File: src/rtl/pll_lock_monitor.sv
module pll_lock_monitor #(
  parameter int PW       = 8,
  parameter int LOSS_N   = 4,
  parameter int GAIN_N   = 32,
  parameter int REF_DIV  = 64,
  parameter int WD_LIMIT = 8,
  parameter int SYNC_N   = 2
) (
  input  logic          smp_clk,
  input  logic          rst_n,
  input  logic          ref_clk_i,
  input  logic          fbk_clk_i,
  input  logic [PW-1:0] win_i,
  output logic          lock_o
);

  localparam int EW = $clog2(LOSS_N + 1);
  localparam int CW = $clog2(GAIN_N + 1);
  localparam int DW = (REF_DIV > 1) ? $clog2(REF_DIV) : 1;
  localparam int WW = $clog2(WD_LIMIT + 1);
  localparam logic [PW-1:0] PMAX = '1;

  logic [SYNC_N:0] ref_sh, fbk_sh;
  logic            ref_rise, fb_rise;
  logic [PW-1:0]   since_ref, phase;
  logic            err;
  logic [EW-1:0]   err_cnt;
  logic [CW-1:0]   clean_cnt;
  logic [DW-1:0]   div_cnt;
  logic            div_tick;
  logic [WW-1:0]   wd_cnt;
  logic            wd_fire;
  logic            lock_q;

  always_ff @(posedge smp_clk or negedge rst_n)
    if (!rst_n) begin
      ref_sh <= '0;
      fbk_sh <= '0;
    end else begin
      ref_sh <= {ref_sh[SYNC_N-1:0], ref_clk_i};
      fbk_sh <= {fbk_sh[SYNC_N-1:0], fbk_clk_i};
    end

  assign ref_rise = ref_sh[SYNC_N-1] & ~ref_sh[SYNC_N];
  assign fb_rise  = fbk_sh[SYNC_N-1] & ~fbk_sh[SYNC_N];

  always_ff @(posedge smp_clk or negedge rst_n)
    if (!rst_n)                 since_ref <= PMAX;
    else if (ref_rise)          since_ref <= PW'(1);
    else if (since_ref != PMAX) since_ref <= since_ref + 1'b1;

  assign phase = ref_rise ? '0 : since_ref;
  assign err   = phase > win_i;

  always_ff @(posedge smp_clk or negedge rst_n)
    if (!rst_n) div_cnt <= '0;
    else if (ref_rise) div_cnt <= div_tick ? '0 : div_cnt + 1'b1;

  assign div_tick = ref_rise && (div_cnt == DW'(REF_DIV - 1));

  always_ff @(posedge smp_clk or negedge rst_n)
    if (!rst_n)                                    wd_cnt <= '0;
    else if (fb_rise)                              wd_cnt <= '0;
    else if (div_tick && wd_cnt != WW'(WD_LIMIT))  wd_cnt <= wd_cnt + 1'b1;

  assign wd_fire = lock_q && !fb_rise && (wd_cnt == WW'(WD_LIMIT));

  always_ff @(posedge smp_clk or negedge rst_n)
    if (!rst_n) begin
      lock_q    <= 1'b0;
      err_cnt   <= '0;
      clean_cnt <= '0;
    end else if (wd_fire) begin
      lock_q    <= 1'b0;
      err_cnt   <= '0;
      clean_cnt <= '0;
    end else if (fb_rise) begin
      if (lock_q) begin
        clean_cnt <= '0;
        if (!err)                              err_cnt <= '0;
        else if (err_cnt == EW'(LOSS_N - 1)) begin
          lock_q  <= 1'b0;
          err_cnt <= '0;
        end else                               err_cnt <= err_cnt + 1'b1;
      end else begin
        err_cnt <= '0;
        if (err)                                 clean_cnt <= '0;
        else if (clean_cnt == CW'(GAIN_N - 1)) begin
          lock_q    <= 1'b1;
          clean_cnt <= '0;
        end else                                 clean_cnt <= clean_cnt + 1'b1;
      end
    end

  assign lock_o = lock_q;

  AST_ERR_RUN_BOUND: assert property (@(posedge smp_clk) disable iff (!rst_n) err_cnt < EW'(LOSS_N));
  AST_CLEAN_RUN_BOUND: assert property (@(posedge smp_clk) disable iff (!rst_n) clean_cnt < CW'(GAIN_N));
  AST_UNLOCKED_NO_ERR_RUN: assert property (@(posedge smp_clk) disable iff (!rst_n) !lock_q |-> err_cnt == '0);
  AST_LOCKED_NO_CLEAN_RUN: assert property (@(posedge smp_clk) disable iff (!rst_n) lock_q |-> clean_cnt == '0);
  AST_RISE_ON_CLEAN_EDGE: assert property (@(posedge smp_clk) disable iff (!rst_n) $rose(lock_q) |-> $past(fb_rise) && !$past(err));
  AST_FALL_HAS_CAUSE: assert property (@(posedge smp_clk) disable iff (!rst_n) $fell(lock_q) |-> ($past(fb_rise) && $past(err)) || $past(wd_fire));
  AST_WD_CLEARED_BY_FB: assert property (@(posedge smp_clk) disable iff (!rst_n) fb_rise |=> wd_cnt == '0);
  AST_WD_DROPS_LOCK: assert property (@(posedge smp_clk) disable iff (!rst_n) wd_fire |=> !lock_q);
  AST_QUIET_HOLDS_LOCK: assert property (@(posedge smp_clk) disable iff (!rst_n) !fb_rise && !wd_fire |=> $stable(lock_q));

endmodule

File: config.mk
export PLATFORM = sky130hd
export DESIGN_NAME = pll_lock_monitor
export DESIGN_NICKNAME = d
export VERILOG_FILES = /design/src/rtl/pll_lock_monitor.sv
export SDC_FILE = /design/constraint.sdc
export NUM_CORES = 1
export LEC_CHECK = 0
export ABC_CLOCK_PERIOD_IN_PS = 2760
export BUFFER_PORTS_ARGS = -buffer_cell sky130_fd_sc_hd__buf_2
export CORE_MARGIN = 2
export CORE_UTILIZATION = 30
export DETAILED_ROUTE_END_ITERATION = 12
export PLACE_DENSITY = 0.49
export SYNTH_ARGS = -nofsm -noshare
export SYNTH_HDL_FRONTEND = slang
export SYNTH_SLANG_ARGS = --single-unit
File: constraint.sdc
create_clock -name smp_clk -period 2.76 [get_ports smp_clk]
set_clock_uncertainty 0.05 [all_clocks]
set_input_delay 0.138 -clock smp_clk [delete_from_list [all_inputs] [get_ports smp_clk]]
set_output_delay 0.138 -clock smp_clk [all_outputs]
set_load 0.1 [all_outputs]
Yosys cells after proc, flatten, opt, wreduce, memory -nomap -nowiden
Index checks and enable logic that the tools add are counted.
{"block": "classes", "add_sub_neg": 5, "n_lt_le_gt_ge": 1, "eq_ne": 6, "muxes": 23, "bitwise": 4, "reduce_logical": 8}
{"cell": "$mux W6", "n": 6}
{"cell": "$mux W8", "n": 3}
{"cell": "$mux W3", "n": 5}
{"cell": "$add A6 B1 Y6 const B", "n": 2}
{"cell": "$add A8 B1 Y8 const B", "n": 1}
{"cell": "$gt A8 B8 Y1", "n": 1}
{"cell": "$mux W4", "n": 2}
{"cell": "$ne A8 B8 Y1 const B", "n": 1}
{"cell": "$mux W1", "n": 7}
{"cell": "$eq A6 B5 Y1 const B", "n": 1}
{"cell": "$eq A6 B6 Y1 const B", "n": 1}
{"cell": "$reduce_bool A2 Y1", "n": 3}
{"cell": "$add A4 B1 Y4 const B", "n": 1}
{"cell": "$eq A4 B4 Y1 const B", "n": 1}
{"cell": "$logic_and A1 B1 Y1", "n": 4}
{"cell": "$ne A4 B4 Y1 const B", "n": 1}
{"cell": "$add A3 B1 Y3 const B", "n": 1}
{"cell": "$eq A3 B2 Y1 const B", "n": 1}
{"cell": "$and A1 B1 Y1", "n": 2}
{"cell": "$not A1 Y1", "n": 2}
{"cell": "$logic_not A1 Y1", "n": 1}
{"block": "word_totals", "regBits": 34, "in_bits": 12, "elab_cells": 55}

Longest topological paths before layout
Gate-level depths: netlist of the first run.
{"block": "depth", "depth_word": 8, "ltp_mapped": 10, "depth_no_buf": 9}

Least setup slack after synthesis of the first run
No wires, ideal clock.
{"block": "synth_timing", "path_kind": "register to register", "startpoint": "reg ref_sh[1]", "endpoint": "reg clean_cnt[5]", "setup_time_ps": 95, "arrival_ps": 2105, "path_slack_ps": 509, "path_stages_with_launch": 11, "synth_period_minus_slack_ps": 2251, "path_cell_list": "dfrtp_1 nor2b_1 clkbuf_1 nor2_1 ha_1 nor2b_1 o211ai_1 a211oi_2 nor4_4 nand2_2 o31ai_1"}
{"block": "synth_between", "elab_chain_len": 7}
{"item": "from (decl)", "line": "23", "rtl": "logic [SYNC_N:0] ref_sh, fbk_sh;"}
{"item": "from (signal assigned)", "line": "40", "rtl": "ref_sh <= {ref_sh[SYNC_N-1:0], ref_clk_i};"}
{"item": "$and A1 B1 Y1", "line": "44", "rtl": "assign ref_rise = ref_sh[SYNC_N-1] & ~ref_sh[SYNC_N];"}
{"item": "$mux W8", "line": "52", "rtl": "assign phase = ref_rise ? '0 : since_ref;"}
{"item": "$gt A8 B8 Y1", "line": "53", "rtl": "assign err = phase > win_i;"}
{"item": "$mux W6", "line": "87", "rtl": "if (err) clean_cnt <= '0;"}
{"item": "$mux W6", "line": "78", "rtl": "if (lock_q) begin"}
{"item": "$mux W6", "line": "77", "rtl": "end else if (fb_rise) begin"}
{"item": "$mux W6", "line": "73", "rtl": "end else if (wd_fire) begin"}
{"item": "to (signal assigned)", "line": "91", "rtl": "end else clean_cnt <= clean_cnt + 1'b1;"}
{"item": "to (decl)", "line": "28", "rtl": "logic [CW-1:0] clean_cnt;"}
Every way passes these cells. The select of a mux whose other input is x is not followed.
A chain may end at the register's enable or synchronous reset.

Worst setup path in the final report of the first run
{"block": "layout_timing", "startpoint": "reg ref_sh[2]", "endpoint": "reg clean_cnt[5]"}
{"block": "layout_between", "elab_chain_len": 8}
{"item": "$not A1 Y1", "line": "44"}
{"item": "$and A1 B1 Y1", "line": "44"}
{"item": "$mux W8", "line": "52"}
{"item": "$gt A8 B8 Y1", "line": "53"}
{"item": "$mux W6", "line": "87"}
{"item": "$mux W6", "line": "78"}
{"item": "$mux W6", "line": "77"}
{"item": "$mux W6", "line": "73"}
Every way passes these cells. The select of a mux whose other input is x is not followed.

==> results.md, run 1 <==
- Crit Path Max Fanout: 14
- Antenna diodes: 0
- Antenna-violating nets left: 0
- Sequential area share after synthesis: 46.24%
- Antenna violations before repair: 0
- Pwr dens: 639.2 nW/um^2
- Global-route wire length before repair: just over 6000 um
- Worst EP required: about 2.9 ns
- Core ar.: about 6000 um^2
- Post-Syn Instances: 188
- Commonest non-fill, non-tap cell in the layout: dfrtp_1
- Via count: 1319
- Initial Utilization: between 30% and 40%
- Worst hold path class: reg2reg
- Clk root buf: clkbuf_8
- Drt first pass iters: 4
- Clk pin slew, worst setup/hold paths: approximately 0.070 ns
- CP max stage cell: nor4_4
- Setup TNS: 0 ns
- Post-Syn Area: 1862 um^2
- Final setup fails: 0
- Final Critical Period: around 2.3 ns
- Die Wd: just over 80 um
- Worst-Margin Slew: ~0.77 ns
- Htree depth: 2
- IO Port Bufs: 12
- Post-layout util: around 36%
- Vias in the first global route: 1269
- Ys Warns: 0
- Worst setup SP type: flip-flop
- Post-Route WL: approximately 3600 um
- Ys async rst share: 100.0%
- Final period util: roughly 85%
- Most frequent cells in the layout: 26 x dfrtp_1, 23 x nand2_1, 18 x nor2_1, 14 x inv_1, 14 x ha_1
- RSZ-0062 raised after global routing: no
- Residual DRC: 0
- Largest net degree at the start of global routing: 35
- Post-synth EDFFs: 0
- Critical path's top delay family: simple AND/OR/NAND/NOR gates
- Main synth FF type: dfrtp_1
- CP peak stage delay: 0.48 ns
- Final net count: roughly 240
- CTS tree: done
- Vias per inst: approximately 4.6
- Syn_nets: ~210
- Hold_buf cts: 3
- Postcts setup bufs: 0
- Final hold violations: 0
- Status: finished, final reports clean
- Critical Path AT: about 2.5 ns
- Critical-path cell list: nand2b_4, and2_1, ha_1, nand4_2, nor2_4, a21oi_2, nor4_4, nand2_2, o31ai_1
- P&R area growth vs syn: 15.59%
- #FFs+latches synth: 34
- Grt ovf: 0
- Placed wire-length estimate: 2522 um
- CP Class: reg2reg
- Cell variety after synth: 40
- Slew HR: between 40% and 50%
- Max Buffers Root-to-Sink: 2
- DRT iter0 DRCs: 39
- Syn Area/Cell: just under 10 um^2
- Max Cap Viol: 0
- GPL Wtd Cong: a little under 0.8
- CTS sink cnt: 34
- Final Non-Filler Cells: 286
- Final Hold Slack: 0.3052 ns
- WP buf/inv: 0
- Post-CTS Resized: 0
- Per-cell routed wire length: 12.60 um
- Num CTS Buffers: 5
- Worst setup margin: approximately 0.42 ns
- Num rows: 28
- Crit. End Element: flip-flop
- Die height: 82.78 um
- Io pins: 13
- Die ar.: 6852 um^2
- Pre-CTS setup slack: between 0.3 and 0.4 ns
- Max Fclk: around 0.43 GHz
- Share of post-route cells with drive strength above 1: 19.91%
- Placed cells: 275
- Max Slew Vio Count: 0
- Latest clock arrival within the worst-skew pair: approximately 0.29 ns
- GRT Total Usage: 12.11%
- Leak pwr: 0.9849 nW
- Worst ir drop on vdd: roughly 0.00041 V
state kept, by name, indices dropped and copies added, names as in the netlist:
| name | cells |
|---|---|
| clean_cnt | 6 |
| wd_cnt | 4 |
| fbk_sh | 3 |
| since_ref | 8 |
| lock_o | 1 |
| err_cnt | 3 |
| ref_sh | 3 |
| div_cnt | 6 |
logic make-up after synthesis:
family / after synthesis / share of synthesized area, %
xor+xnor: 9 / 4.234
flops: 34 / 46.24
simple gates: 83 / 25.00
compound gates: 27 / 9.476
fa+ha+maj: 14 / 9.409
buf+inv: 17 / 3.427
mux: 4 / 2.218
Yosys cell counts, types with 4 or more instances:
| library cell | n | area (um^2) |
|---|---|---|
| nor2b_1 | 4 | 25.02 |
| and2_1 | 7 | 43.79 |
| o21ai_0 | 8 | 40.04 |
| dfstp_2 | 8 | 210.2 |
| a21oi_1 | 6 | 30.03 |
| ha_1 | 14 | 175.2 |
| inv_1 | 14 | 52.55 |
| dfrtp_1 | 26 | 650.6 |
| nand2_1 | 23 | 86.33 |
| xnor2_1 | 4 | 35.03 |
| a22o_1 | 4 | 35.03 |
| nor2_1 | 18 | 67.56 |
| nand3_1 | 9 | 45.04 |
| xor2_1 | 5 | 43.79 |
where the power goes:
part	switching [mW]	total, mW	internal (mW)
Sequential	0.0816	0.680	0.599
Clock	0.192	0.393	0.201
Combinational	0.173	0.302	0.130
worst reg2reg max path, delay by kind of cell (launching register included):
family,cells,cell delay (ns)
and+or+nand+nor,6,1.24
DFF,1,0.37
adders and majority gates,1,0.33
AOI/OAI and AO/OA,2,0.26
final timing paths:
path                                 from      endpoint  slack [ns]  cells past startpoint
worst min register to register  ref_sh[0]     ref_sh[1]        0.31                      0
max in group asynchronous           rst_n  clean_cnt[0]        1.76                      2
worst max-delay path            ref_sh[2]  clean_cnt[5]        0.42                      9
worst min-delay path            ref_sh[0]     ref_sh[1]        0.31                      0
worst max register to register  ref_sh[2]  clean_cnt[5]        0.42                      9
min in group asynchronous           rst_n    div_cnt[1]        0.42                      2
area by class of cell:
class | instances | area, um^2
fillers | 620 | 3804
flip-flops and latches | 34 | 860.8
repair buffers | 18 | 112.6
clock inverters | 2 | 12.51
clock buffers | 6 | 82.58
inverters | 14 | 52.55
multi-input cells | 137 | 937.1
well taps | 75 | 93.84
per-layer routing:
metal	global-route usage (%)	share of wire, %	up-vias
met2	18.06	42	22
li1	-	-	685
met1	16.53	52	605
met4	4.918	1.7	0
met5	0	0	-
met3	3.355	4.5	7
through the flow:
stage / power [mW] / instance area (um^2)
floorplan: 0.9061 / 1862
global placement: 0.9898 / 2027
detailed placement: 0.9896 / 2027
CTS: 1.401 / 2152
global route: 1.469 / 2152
finish: 1.376 / 2152
(Power assumes the default switching activity.)
==> run 2, diff against run 1 <==
--- a/config.mk
+++ b/config.mk
@@ -5,7 +5,7 @@
 export SDC_FILE = /design/constraint.sdc
 export NUM_CORES = 1
 export LEC_CHECK = 0
-export ABC_CLOCK_PERIOD_IN_PS = 2760
+export ABC_CLOCK_PERIOD_IN_PS = 2400
 export BUFFER_PORTS_ARGS = -buffer_cell sky130_fd_sc_hd__buf_2
 export CORE_MARGIN = 2
 export CORE_UTILIZATION = 30
==> constraint.sdc (replaced) <==
create_clock -name smp_clk -period 2.4 [get_ports smp_clk]
set_clock_uncertainty 0.05 [all_clocks]
set_input_delay 0.12 -clock smp_clk [delete_from_list [all_inputs] [get_ports smp_clk]]
set_output_delay 0.12 -clock smp_clk [all_outputs]
set_load 0.1 [all_outputs]
==> run 2 against run 1 <==
  * Cell count grew 0.35%
  * Final area is essentially flat
  * Combinational power grew 15%
  * Sequential share of layout area is essentially flat
  * Critical endpoint unchanged
  * Largest cell class unchanged
==> results.md, run 2 (same netlist as run 1, synthesis figures left out) <==
- Metal-1 WL: 1868 um (was 1878 um)
- Crit. End Element: flip-flop (unchanged)
- Highest Signal Layer: met4 (unchanged)
- Residual DRC: 0 (unchanged)
- Pwr dens: 714.7 nW/um^2 (was 639.2 nW/um^2)
- Met2 wire len: 1448 um (was 1503 um)
- Critical-path cell list: nand2b_4, and2_1, ha_1, a21o_1, nand3_1, a21oi_2, nor4_4, buf_6, nand2_2, o31ai_1 (was nand2b_4, and2_1, ha_1, nand4_2, nor2_4, a21oi_2, nor4_4, nand2_2, o31ai_1)
- Vias in the first global route: 1317 (was 1269)
- Clk pin slew, worst setup/hold paths: 0.08 ns (was 0.07 ns)
- RSZ-0062 raised after global routing: no (unchanged)
- CTS sink cnt: 34 (unchanged)
- Worst hold path class: reg2reg (unchanged)
- Met3 wire length: 120 um (was 161 um)
- Leak pwr: 0.9884 nW (was 0.9849 nW)
- Max Slew Vio Count: 0 (unchanged)
- Placed cells: 276 (was 275)
- CTS tree: done (unchanged)
- GRT Total Usage: 11.60% (was 12.11%)
- Antenna diodes: 0 (unchanged)
- Worst-Margin Slew: 0.7775 ns (was 0.7740 ns)
- Setup TNS: 0 ns (unchanged)
- Status: finished, final reports clean (unchanged)
- Via count: 1301 (was 1319)
- Worst ir drop on vdd: 0.0002834 V (was 0.0004071 V)
- GPL Wtd Cong: 0.7423 (was 0.7919)
- Pre-CTS setup slack: 0.1540 ns (was 0.3810 ns)
- DP Area: 2034 um^2 (was 2027 um^2)
- Final Critical Period: 2.216 ns (was 2.337 ns)
- Crit Path Max Fanout: 14 (unchanged)
- Fill count: 610 (was 620)
- Most frequent cells in the layout: 26 x dfrtp_1, 23 x nand2_1, 18 x nor2_1, 14 x inv_1, 14 x ha_1 (unchanged)
- Num CTS Buffers: 5 (unchanged)
- Postcts setup bufs: 0 (unchanged)
- Max Buffers Root-to-Sink: 2 (unchanged)
- Die ar.: 6852 um^2 (unchanged)
- CP max stage cell: dfrtp_1 (was nor4_4)
- Final hold violations: 0 (unchanged)
- Final net count: 237 (was 236)
- Htree depth: 2 (unchanged)
- IO Port Bufs: 12 (unchanged)
- Latest clock arrival within the worst-skew pair: 0.28 ns (was 0.29 ns)
- Max Cap Viol: 0 (unchanged)
- Initial Utilization: 31.26% (unchanged)
- CP peak stage delay: 0.38 ns (was 0.48 ns)
- Die Wd: 82.78 um (unchanged)
- Largest net degree at the start of global routing: 35 (unchanged)
- Final period util: 92.31% (was 84.69%)
- Post-Route WL: 3480 um (was 3603 um)
- Worst EP required: 2.54 ns (was 2.91 ns)
- Num rows: 28 (unchanged)
- Total power draw: 1.537 mW (was 1.376 mW)
- Clk root buf: clkbuf_8 (unchanged)
- Largest regs: since_ref x8, clean_cnt x6, div_cnt x6 (unchanged)
- Antenna violations before repair: 0 (unchanged)
- Antenna-violating nets left: 0 (unchanged)
- Share of post-route cells with drive strength above 1: 19.81% (was 19.91%)
- Max Fclk: 0.4514 GHz (was 0.4278 GHz)
- Design area: 2151 um^2 (was 2152 um^2)
- DRT iter0 DRCs: 30 (was 39)
- Grt ovf: 0 (unchanged)
- Io pins: 13 (unchanged)
- CP Class: reg2reg (unchanged)
- P&R area growth vs syn: 15.52% (was 15.59%)
- Register name with the most flops: since_ref (unchanged)
- Max reg flops: 8 (unchanged)
- Final Non-Filler Cells: 287 (was 286)
- Worst setup SP type: flip-flop (unchanged)
- Placed wire-length estimate: 2467 um (was 2522 um)
- Slew HR: 48.17% (was 48.40%)
- Vias per inst: 4.533 (was 4.612)
- Critical Path AT: 2.35 ns (was 2.49 ns)
- Per-cell routed wire length: 12.13 um (was 12.60 um)
- Core ar.: 5956 um^2 (unchanged)
- Global-route wire length before repair: 5947 um (was 6161 um)
- Worst setup margin: 0.1845 ns (was 0.4226 ns)
- Final setup fails: 0 (unchanged)
- Die height: 82.78 um (unchanged)
- Drt first pass iters: 3 (was 4)
- Commonest non-fill, non-tap cell in the layout: dfrtp_1 (unchanged)
- Worst reg2reg setup slack: 0.18 ns (was 0.42 ns)
-- run 2: cell type report --
type | count | area (um^2) | share of cell area [%]
clock inverters | 2 | 10.01 | 0.4654
well taps | 75 | 93.84 | 4.363
clock buffers | 6 | 72.57 | 3.374
flip-flops and latches | 34 | 860.8 | 40.02
inverters | 14 | 52.55 | 2.443
multi-input cells | 137 | 937.1 | 43.57
repair buffers | 19 | 123.9 | 5.759
-- run 2: worst paths after layout --
path,endpoint,cells after the start,startpoint
setup / recovery,clean_cnt[5],10,ref_sh[2]
hold / removal,fbk_sh[1],0,fbk_sh[0]
setup reg to reg,clean_cnt[5],10,ref_sh[2]
hold reg to reg,fbk_sh[1],0,fbk_sh[0]
max in group asynchronous,clean_cnt[3],2,rst_n
min in group asynchronous,div_cnt[2],2,rst_n
-- run 2: power breakdown --
| group | total, mW | internal, mW | switching [mW] |
|---|---|---|---|
| Clock | 0.409 | 0.201 | 0.208 |
| Combinational | 0.346 | 0.152 | 0.194 |
| Sequential | 0.782 | 0.689 | 0.0936 |
| Total | 1.54 | 1.04 | 0.495 |
-- run 2: metal layers --
layer,global-route usage [%],vias to the layer above
li1,-,688
met2,17.74,15
met4,4.426,0
met3,3.030,5
met1,15.70,593
met5,0,-
-- run 2: per-stage QoR --
step	hold WS (ns)	utilization [%]
finish	0.3103	36.11
global route	0.3235	36.11
CTS	0.3102	36.05
detailed placement	0.1794	34.16
global placement	0.1782	34.16
floorplan	-0.2256	-
-- run 2: worst max-delay path, delay by kind of cell (launching register included) --
kind / cells / cell delay [ns]
flops: 1 / 0.38
simple gates: 5 / 0.76
fa+ha+maj: 1 / 0.30
compound gates: 3 / 0.46
buf+inv: 1 / 0.17
-- run 2: what timing repair did --
action | 4_1_cts | 5_1_grt
gates resized for setup | 0 | 1
endpoints found under the setup margin | 0 | 1
hold endpoints to repair | 28 | 0
hold buffers | 3 | 0
